--- src/rtl/gfx_host_pkg.sv ---
package gfx_host_pkg;

   // window offsets whose behaviour other logic relies on
   localparam int OFS_PC_HI   = 'h1F;
   localparam int OFS_STAT_LO = 'h30;
   localparam int OFS_STAT_HI = 'h31;
   localparam int OFS_PBANK   = 'h34;
   localparam int OFS_RBANK   = 'h36;
   localparam int OFS_SMODE   = 'h3A;
   localparam int OFS_VER     = 'h3B;
   localparam int OFS_RAMB    = 'h3C;

   // bit positions
   localparam int GO_BIT      = 5;
   localparam int IRQ_BIT     = 7;
   localparam int SM_RAM_BIT  = 3;
   localparam int SM_ROM_BIT  = 4;

   typedef struct packed {
      logic in_regs;
      logic in_cache;
      logic pc_hi;
      logic stat_lo;
      logic stat_hi;
      logic narrow;
      logic version;
   } dec_t;

endpackage

--- src/rtl/gfx_host_decode.sv ---
module gfx_host_decode
   import gfx_host_pkg::*;
#(
   parameter int ADDR_W     = 10,
   parameter int REG_SPAN   = 256,
   parameter int CACHE_SPAN = 512,
   parameter int RIDX_W     = 8,
   parameter int CIDX_W     = 9
) (
   input  logic [ADDR_W-1:0] addr,
   output dec_t              dec,
   output logic [RIDX_W-1:0] reg_idx,
   output logic [CIDX_W-1:0] cache_idx
);

   localparam int WIN_END = REG_SPAN + CACHE_SPAN;

   logic [ADDR_W:0] a_ext;

   always_comb begin
      a_ext       = {1'b0, addr};
      reg_idx     = addr[RIDX_W-1:0];
      cache_idx   = CIDX_W'(addr - ADDR_W'(REG_SPAN));
      dec.in_regs = a_ext < (ADDR_W+1)'(REG_SPAN);
      dec.in_cache = !dec.in_regs && (a_ext < (ADDR_W+1)'(WIN_END));
      dec.pc_hi   = dec.in_regs && (reg_idx == RIDX_W'(OFS_PC_HI));
      dec.stat_lo = dec.in_regs && (reg_idx == RIDX_W'(OFS_STAT_LO));
      dec.stat_hi = dec.in_regs && (reg_idx == RIDX_W'(OFS_STAT_HI));
      dec.narrow  = dec.in_regs && ((reg_idx == RIDX_W'(OFS_PBANK)) ||
                                    (reg_idx == RIDX_W'(OFS_RBANK)));
      dec.version = dec.in_regs && (reg_idx == RIDX_W'(OFS_VER));
   end

endmodule

--- src/rtl/gfx_host_regfile.sv ---
module gfx_host_regfile
   import gfx_host_pkg::*;
#(
   parameter int REG_SPAN = 256,
   parameter int RIDX_W   = 8,
   parameter int DATA_W   = 8
) (
   input  logic              clk,
   input  logic              rst_n,
   input  logic              wr_en,
   input  logic              rd_en,
   input  logic              in_regs,
   input  logic [RIDX_W-1:0] idx,
   input  logic [DATA_W-1:0] wdata,
   input  logic              sel_pc_hi,
   input  logic              sel_stat_hi,
   input  logic              sel_narrow,
   input  logic              sel_version,
   input  logic              core_stop,
   output logic [DATA_W-1:0] rdata,
   output logic              go_flag,
   output logic              irq_flag,
   output logic              sm_ram,
   output logic              sm_rom,
   output logic [DATA_W-2:0] pbank,
   output logic [DATA_W-2:0] rbank,
   output logic [1:0]        ram_sel
);

   localparam logic [DATA_W-1:0] FULL_MASK   = '1;
   localparam logic [DATA_W-1:0] NARROW_MASK = {1'b0, {(DATA_W-1){1'b1}}};

   logic [DATA_W-1:0] regs [REG_SPAN];
   logic [DATA_W-1:0] wmask;

   assign wmask = sel_narrow ? NARROW_MASK : FULL_MASK;

   // later assignments win: read-ack < core stop < host write < pc-hi go force
   always_ff @(posedge clk or negedge rst_n) begin
      if (!rst_n) begin
         for (int i = 0; i < REG_SPAN; i++) regs[i] <= '0;
      end else begin
         if (rd_en && sel_stat_hi) regs[OFS_STAT_HI][IRQ_BIT] <= 1'b0;
         if (core_stop) begin
            regs[OFS_STAT_LO][GO_BIT]  <= 1'b0;
            regs[OFS_STAT_HI][IRQ_BIT] <= 1'b1;
         end
         if (wr_en && !sel_version) regs[idx] <= wdata & wmask;
         if (wr_en && sel_pc_hi) regs[OFS_STAT_LO][GO_BIT] <= 1'b1;
      end
   end

   always_comb begin
      rdata    = (in_regs && !sel_version) ? regs[idx] : '0;
      go_flag  = regs[OFS_STAT_LO][GO_BIT];
      irq_flag = regs[OFS_STAT_HI][IRQ_BIT];
      sm_ram   = regs[OFS_SMODE][SM_RAM_BIT];
      sm_rom   = regs[OFS_SMODE][SM_ROM_BIT];
      pbank    = regs[OFS_PBANK][DATA_W-2:0];
      rbank    = regs[OFS_RBANK][DATA_W-2:0];
      ram_sel  = regs[OFS_RAMB][1:0];
   end

endmodule

--- src/rtl/gfx_host_ctrl.sv ---
module gfx_host_ctrl
   import gfx_host_pkg::*;
#(
   parameter int    CIDX_W        = 9,
   parameter int    DATA_W        = 8,
   parameter bit    CACHE_FWD_REG = 1'b1
) (
   input  logic              clk,
   input  logic              rst_n,
   input  logic              host_wr,
   input  logic              sel_pc_hi,
   input  logic              sel_stat_lo,
   input  logic              sel_cache,
   input  logic [CIDX_W-1:0] cache_idx,
   input  logic [DATA_W-1:0] wdata,
   input  logic              go_flag,
   input  logic              irq_flag,
   input  logic              sm_ram,
   input  logic              sm_rom,
   output logic              start_pulse,
   output logic              flush_pulse,
   output logic              irq,
   output logic              run_ok,
   output logic              cache_wr,
   output logic [CIDX_W-1:0] cache_addr,
   output logic [DATA_W-1:0] cache_wdata
);

   logic start_d, flush_d;

   always_comb begin
      start_d = host_wr && (sel_pc_hi || (sel_stat_lo && !go_flag && wdata[GO_BIT]));
      flush_d = host_wr && sel_stat_lo && go_flag && !wdata[GO_BIT];
      irq     = irq_flag && !go_flag;
      run_ok  = go_flag && sm_ram && sm_rom;
   end

   always_ff @(posedge clk or negedge rst_n) begin
      if (!rst_n) begin
         start_pulse <= 1'b0;
         flush_pulse <= 1'b0;
      end else begin
         start_pulse <= start_d;
         flush_pulse <= flush_d;
      end
   end

   generate
      if (CACHE_FWD_REG) begin : g_fwd_reg
         always_ff @(posedge clk or negedge rst_n) begin
            if (!rst_n) begin
               cache_wr    <= 1'b0;
               cache_addr  <= '0;
               cache_wdata <= '0;
            end else begin
               cache_wr <= host_wr && sel_cache;
               if (host_wr && sel_cache) begin
                  cache_addr  <= cache_idx;
                  cache_wdata <= wdata;
               end
            end
         end
      end else begin : g_fwd_comb
         always_comb begin
            cache_wr    = host_wr && sel_cache;
            cache_addr  = cache_idx;
            cache_wdata = wdata;
         end
      end
   endgenerate

endmodule

--- src/rtl/gfx_host_regs.sv ---
module gfx_host_regs
   import gfx_host_pkg::*;
#(
   parameter int ADDR_W        = 10,
   parameter int REG_SPAN      = 256,
   parameter int CACHE_SPAN    = 512,
   parameter bit CACHE_FWD_REG = 1'b1
) (
   input  logic                          clk,
   input  logic                          rst_n,
   input  logic                          host_wr,
   input  logic                          host_rd,
   input  logic [ADDR_W-1:0]             host_addr,
   input  logic [7:0]                    host_wdata,
   output logic [7:0]                    host_rdata,
   input  logic                          core_stop,
   output logic                          start_pulse,
   output logic                          flush_pulse,
   output logic                          run_ok,
   output logic                          irq,
   output logic [6:0]                    prog_bank,
   output logic [6:0]                    rom_bank,
   output logic [1:0]                    ram_bank,
   output logic                          cache_wr,
   output logic [$clog2(CACHE_SPAN)-1:0] cache_addr,
   output logic [7:0]                    cache_wdata
);

   localparam int RIDX_W = $clog2(REG_SPAN);
   localparam int CIDX_W = $clog2(CACHE_SPAN);
   localparam int DATA_W = 8;

   generate
      if (REG_SPAN < 64 || (1 << RIDX_W) != REG_SPAN) begin : g_bad_regspan
         $error("REG_SPAN must be a power of two of at least 64");
      end
      if ((1 << CIDX_W) != CACHE_SPAN) begin : g_bad_cspan
         $error("CACHE_SPAN must be a power of two");
      end
      if (REG_SPAN + CACHE_SPAN > (1 << ADDR_W) || ADDR_W < CIDX_W) begin : g_bad_addr
         $error("ADDR_W too narrow for the window");
      end
   endgenerate

   dec_t              dec;
   logic [RIDX_W-1:0] reg_idx;
   logic [CIDX_W-1:0] cache_idx;
   logic              go_flag, irq_flag, sm_ram, sm_rom;

   gfx_host_decode #(
      .ADDR_W(ADDR_W), .REG_SPAN(REG_SPAN), .CACHE_SPAN(CACHE_SPAN),
      .RIDX_W(RIDX_W), .CIDX_W(CIDX_W)
   ) u_decode (
      .addr(host_addr), .dec(dec), .reg_idx(reg_idx), .cache_idx(cache_idx)
   );

   gfx_host_regfile #(
      .REG_SPAN(REG_SPAN), .RIDX_W(RIDX_W), .DATA_W(DATA_W)
   ) u_regfile (
      .clk(clk), .rst_n(rst_n),
      .wr_en(host_wr && dec.in_regs), .rd_en(host_rd), .in_regs(dec.in_regs),
      .idx(reg_idx), .wdata(host_wdata),
      .sel_pc_hi(dec.pc_hi), .sel_stat_hi(dec.stat_hi),
      .sel_narrow(dec.narrow), .sel_version(dec.version),
      .core_stop(core_stop), .rdata(host_rdata),
      .go_flag(go_flag), .irq_flag(irq_flag), .sm_ram(sm_ram), .sm_rom(sm_rom),
      .pbank(prog_bank), .rbank(rom_bank), .ram_sel(ram_bank)
   );

   gfx_host_ctrl #(
      .CIDX_W(CIDX_W), .DATA_W(DATA_W), .CACHE_FWD_REG(CACHE_FWD_REG)
   ) u_ctrl (
      .clk(clk), .rst_n(rst_n), .host_wr(host_wr),
      .sel_pc_hi(dec.pc_hi), .sel_stat_lo(dec.stat_lo), .sel_cache(dec.in_cache),
      .cache_idx(cache_idx), .wdata(host_wdata),
      .go_flag(go_flag), .irq_flag(irq_flag), .sm_ram(sm_ram), .sm_rom(sm_rom),
      .start_pulse(start_pulse), .flush_pulse(flush_pulse),
      .irq(irq), .run_ok(run_ok),
      .cache_wr(cache_wr), .cache_addr(cache_addr), .cache_wdata(cache_wdata)
   );

endmodule

--- config.mk ---
export PLATFORM = sky130hd
export DESIGN_NAME = gfx_host_regs
export DESIGN_NICKNAME = d
export VERILOG_FILES = /design/src/rtl/gfx_host_pkg.sv /design/src/rtl/gfx_host_decode.sv /design/src/rtl/gfx_host_regfile.sv /design/src/rtl/gfx_host_ctrl.sv /design/src/rtl/gfx_host_regs.sv
export SDC_FILE = /design/constraint.sdc
export NUM_CORES = 2
export LEC_CHECK = 0
export BUFFER_PORTS_ARGS = -buffer_cell sky130_fd_sc_hd__buf_4
export CAP_MARGIN = 10
export CORE_ASPECT_RATIO = 1.2
export CORE_MARGIN = 2
export CORE_UTILIZATION = 50
export DETAILED_ROUTE_END_ITERATION = 8
export GPL_ROUTABILITY_DRIVEN = 0
export GPL_TIMING_DRIVEN = 0
export HOLD_SLACK_MARGIN = 0.15
export PLACE_DENSITY = 0.68
export SKIP_LAST_GASP = 1
export SYNTH_ARGS = -nofsm -noshare
export SYNTH_HDL_FRONTEND = slang
export SYNTH_SLANG_ARGS = --single-unit
--- constraint.sdc ---
create_clock -name clk -period 2.19 [get_ports clk]
set_input_delay 0.1095 -clock clk [delete_from_list [all_inputs] [get_ports clk]]
set_output_delay 0.1095 -clock clk [all_outputs]
set_load 0.02 [all_outputs]
==> results.md <==
* Depth of the most critical reg-to-reg path at 3
* Starting DRT DRC Count at around 6.4k
* Port Buffers at 56
* Initial Utilization at 0.501
* Max Slew Vio Count at 0
* Nets at about 6.7k
* Dpl ws at -3.03 ns
* Reg2reg start: u_regfile.go_flag$_DFF_PN0_
* Async S/R FF share, synth at 1.00
* Largest net degree at the start of global routing at about 190
* Max_slew headroom at 0.105
* Min Tclk post-route at 3.96 ns
* R2r endpoint: u_ctrl.start_pulse$_DFF_PN0_
* Skew final at a little over 0.009 ns
* Post-DR wirelength/cell at roughly 35 microns
* Worst Hold Class: in2reg
* Endpoints failing setup at between 1k and 1.5k
* DR vias/cell at ~6.6
* Cell taking the most area after synthesis: dfrtp_1
* Total global routing overflow at 0
* Final hold viol count at 0
* Die Ht at just under 500 microns
* Setup crit end kind: primary output
* Dpl cells at just under 9k
* GRT met1 Usage at 0.428
* Share of the synthesized area in the top cell type at 0.546
* CP Data Required Time at roughly 2.1 ns
* Worst Hold Launch: host_addr[7]
* Worst reg2reg setup slack at about 0.40 ns
* Max_cap viols at 0
* Vias at ~60k
* Register area at around 52,000 sq um
* Vias in the first global route at ~62k
* Mapped Avg Cell Area at between 10 and 15 sq um
* Dominant synthesized flop cell: dfrtp_1
* CTS max path bufs at 3
* Slew @ Worst Pin at roughly 1.3 ns
* # DRC at 1
* Outcome: finished with violations
* Filler cells at ~15k
* Post-Layout Cell Count at between 9k and 10k
* Sequential fraction of the synthesis area at 0.546
* Leak at between 50 and 60 nW
* Initial antenna violation count at 33
* Final Cycle Share at 1.81
* PwrDens at 754 nW/um^2
* Synth unique cells at 54
* Synth top area cells: dfrtp_1, mux2_2, mux4_2
* Instance count of the mapped netlist at ~6.4k
* Worst-path fanout max at 10
* Synth Warn # at 0
* Reg clk slew, reported paths at roughly 0.070 ns
* RSZ-0062 raised after global routing: true
* Drt total wl at around 330,000 microns
* Die width at about 400 microns
* Root Buffer: clkbuf_16
* TritonCTS clock tree: yes
* Area of the multi-input gates at about 42,000 sq um
* Core region area at about 190,000 sq um
* Met3 usage at 0.104
* First-pass GRT wire length at 461,000 microns
* Top-count cell post-synth: dfrtp_1
* Crit path arrival time at just under 4 ns
* Worst Slack Setup Final at -1.77 ns
* Routed Antenna Nets at 0
* Hold depth at 6
* Post-synth EDFFs at 0
* WS Path Type: in2out
* Post-synthesis cell area at approximately 95,000 sq um
* Routing usage on met2 at 0.506
* Placed wire-length estimate at 230,000 microns
* Worst Hold End: u_regfile.go_flag$_DFF_PN0_
* #FFs+latches synth at 2,068
* Clock latency on the worst-skew pair at between 0.8 and 0.9 ns
* Setup crit start kind: input port
* Worst vdd ir at about 0.0010 V
* Synth cell count leaders: dfrtp_1, mux2_2, mux4_2
* Synthesized Nets at around 6.4k
* Failing checks: design-rule violations, negative setup slack
* Fin Setup TNS at -128.89 ns
* Global-route usage over all layers at 0.337
* TritonCTS sink count at a little over 2k
* Peak Freq at ~0.25 GHz
* Io pins at a little under 70
* Total CTS buffers at around 200
* H-tree Lvls at 4
* Die outline area at 193,000 sq um
* Gr busiest metal: met2
* Rows at ~180
* Area Overhead vs Synth at 15.1%
* Layout Utilization at 0.577
* Layout cells sized above 1 at 0.507
* Pre-antenna DRT Iters at 9
==> where the power goes <==
| part | internal, mW | switching [mW] | leakage, nW |
|---|---|---|---|
| Clock | 21.2 | 15.8 | 3.46 |
| Sequential | 38.8 | 0.324 | 28.8 |
| Combinational | 1.80 | 4.25 | 19.8 |
| Total | 61.8 | 20.3 | 52.0 |
==> layout by cell type (no fill, tap or decap), types with 25 or more instances in the layout <==
cell type and count:
a22oi_1 137, and3_1 34, buf_12 42, buf_2 56, buf_4 146, buf_6 35
clkbuf_1 299, clkbuf_16 210, clkbuf_2 30, clkbuf_8 54, clkinv_2 35, dfrtp_1 2065
dlygate4sd3_1 26, mux2_2 2026, mux2i_1 139, mux4_2 440, nand2_1 311, nand2_2 44
nand2_4 25, nand3_1 77, nand4_1 78, nor2_2 41, nor2_4 145, o21ai_0 94
==> worst max path at each step <==
stage / from / to / slack (ns) / cells after the start
2_1_floorplan: host_addr[8] / u_regfile.regs[416]$_DFFE_PN0P_ / -0.04 / 9
3_3_place_gp: rst_n / u_regfile.regs[1690]$_DFFE_PN0P_ / -24.13 / 1
3_5_place_dp: host_addr[3] / host_rdata[6] / -3.03 / 11
4_1_cts: u_regfile.regs[774]$_DFFE_PN0P_ / host_rdata[6] / -1.50 / 7
6_report: host_addr[5] / host_rdata[6] / -1.77 / 10
5_1_grt: u_regfile.regs[78]$_DFFE_PN0P_ / host_rdata[6] / -1.74 / 6
==> critical path, cell delays in order <==
cell	delay, ns
buf_4	0.16
buf_4	0.25
inv_2	0.21
nor4b_2	1.12
clkbuf_1	0.59
nand3_1	0.20
a41oi_1	0.40
o41ai_4	0.20
nand4_1	0.36
buf_4	0.22
==> registers in the layout, summed over array words and instances, names as in the netlist <==
register            count
u_regfile.ram_sel       2
u_ctrl.cache_wdata      8
u_regfile.sm_ram        1
u_regfile.rbank         7
u_ctrl.cache_addr       9
u_ctrl.start_pulse      1
u_ctrl.flush_pulse      1
u_regfile.pbank         7
u_ctrl.cache_wr         1
u_regfile.go_flag       1
u_regfile.sm_rom        1
u_regfile.irq_flag      1
u_regfile.regs       2028
==> metal layers <==
metal / vias to the layer above / share of wire / wire [microns]
met5: - / 0.00071 / 232
met3: 946 / 0.10 / 33000
met1: 33000 / 0.38 / 123000
met4: 22 / 0.071 / 23300
li1: 24300 / - / -
met2: 3285 / 0.45 / 147000
==> stage by stage <==
step | cell area [sq um] | power [mW] | hold slack (ns)
final | 109000 | 82.1 | 0.0267
after detailed placement | 99000 | 45.4 | 0.130
after CTS | 107000 | 82.0 | -0.795
after global placement | 98400 | 45.2 | 0.320
after global routing | 109000 | 84.2 | 0.0154
after floorplan | 94900 | 42.4 | -0.186
==> cell type report <==
class | instances | share of cell area
clock buffer | 302 | 0.0559
buffer | 486 | 0.0251
multi-input combinational | 3792 | 0.386
tap | 2478 | 0.0284
antenna | 21 | 0.000482
inverter | 10 | 0.000379
clock inverter | 71 | 0.00844
sequential | 2068 | 0.475
timing repair buffer | 163 | 0.0202
==> what timing repair did <==
action	in CTS	in global routing
endpoints found under the hold margin	477	457
pin swaps	11	35
gates cloned	5	2
setup endpoints to repair	2254	2200
hold buffers	24	4
gates resized for setup	167	297
buffers inserted	12	33
==> logic make-up (layout without fill, tap and decap cells) <==
kind of cell    count (synthesis)  after routing  share of synthesized area
mux                          2610           2610                      0.361
flops                        2068           2068                      0.546
simple gates                  843            843                     0.0454
buf+inv                       499           1032                     0.0245
compound gates                338            338                     0.0231
fa+ha+maj                       1              1                   0.000132
other cells                     0             21                          0
No activity file was read; power rests on OpenSTA's default activity.
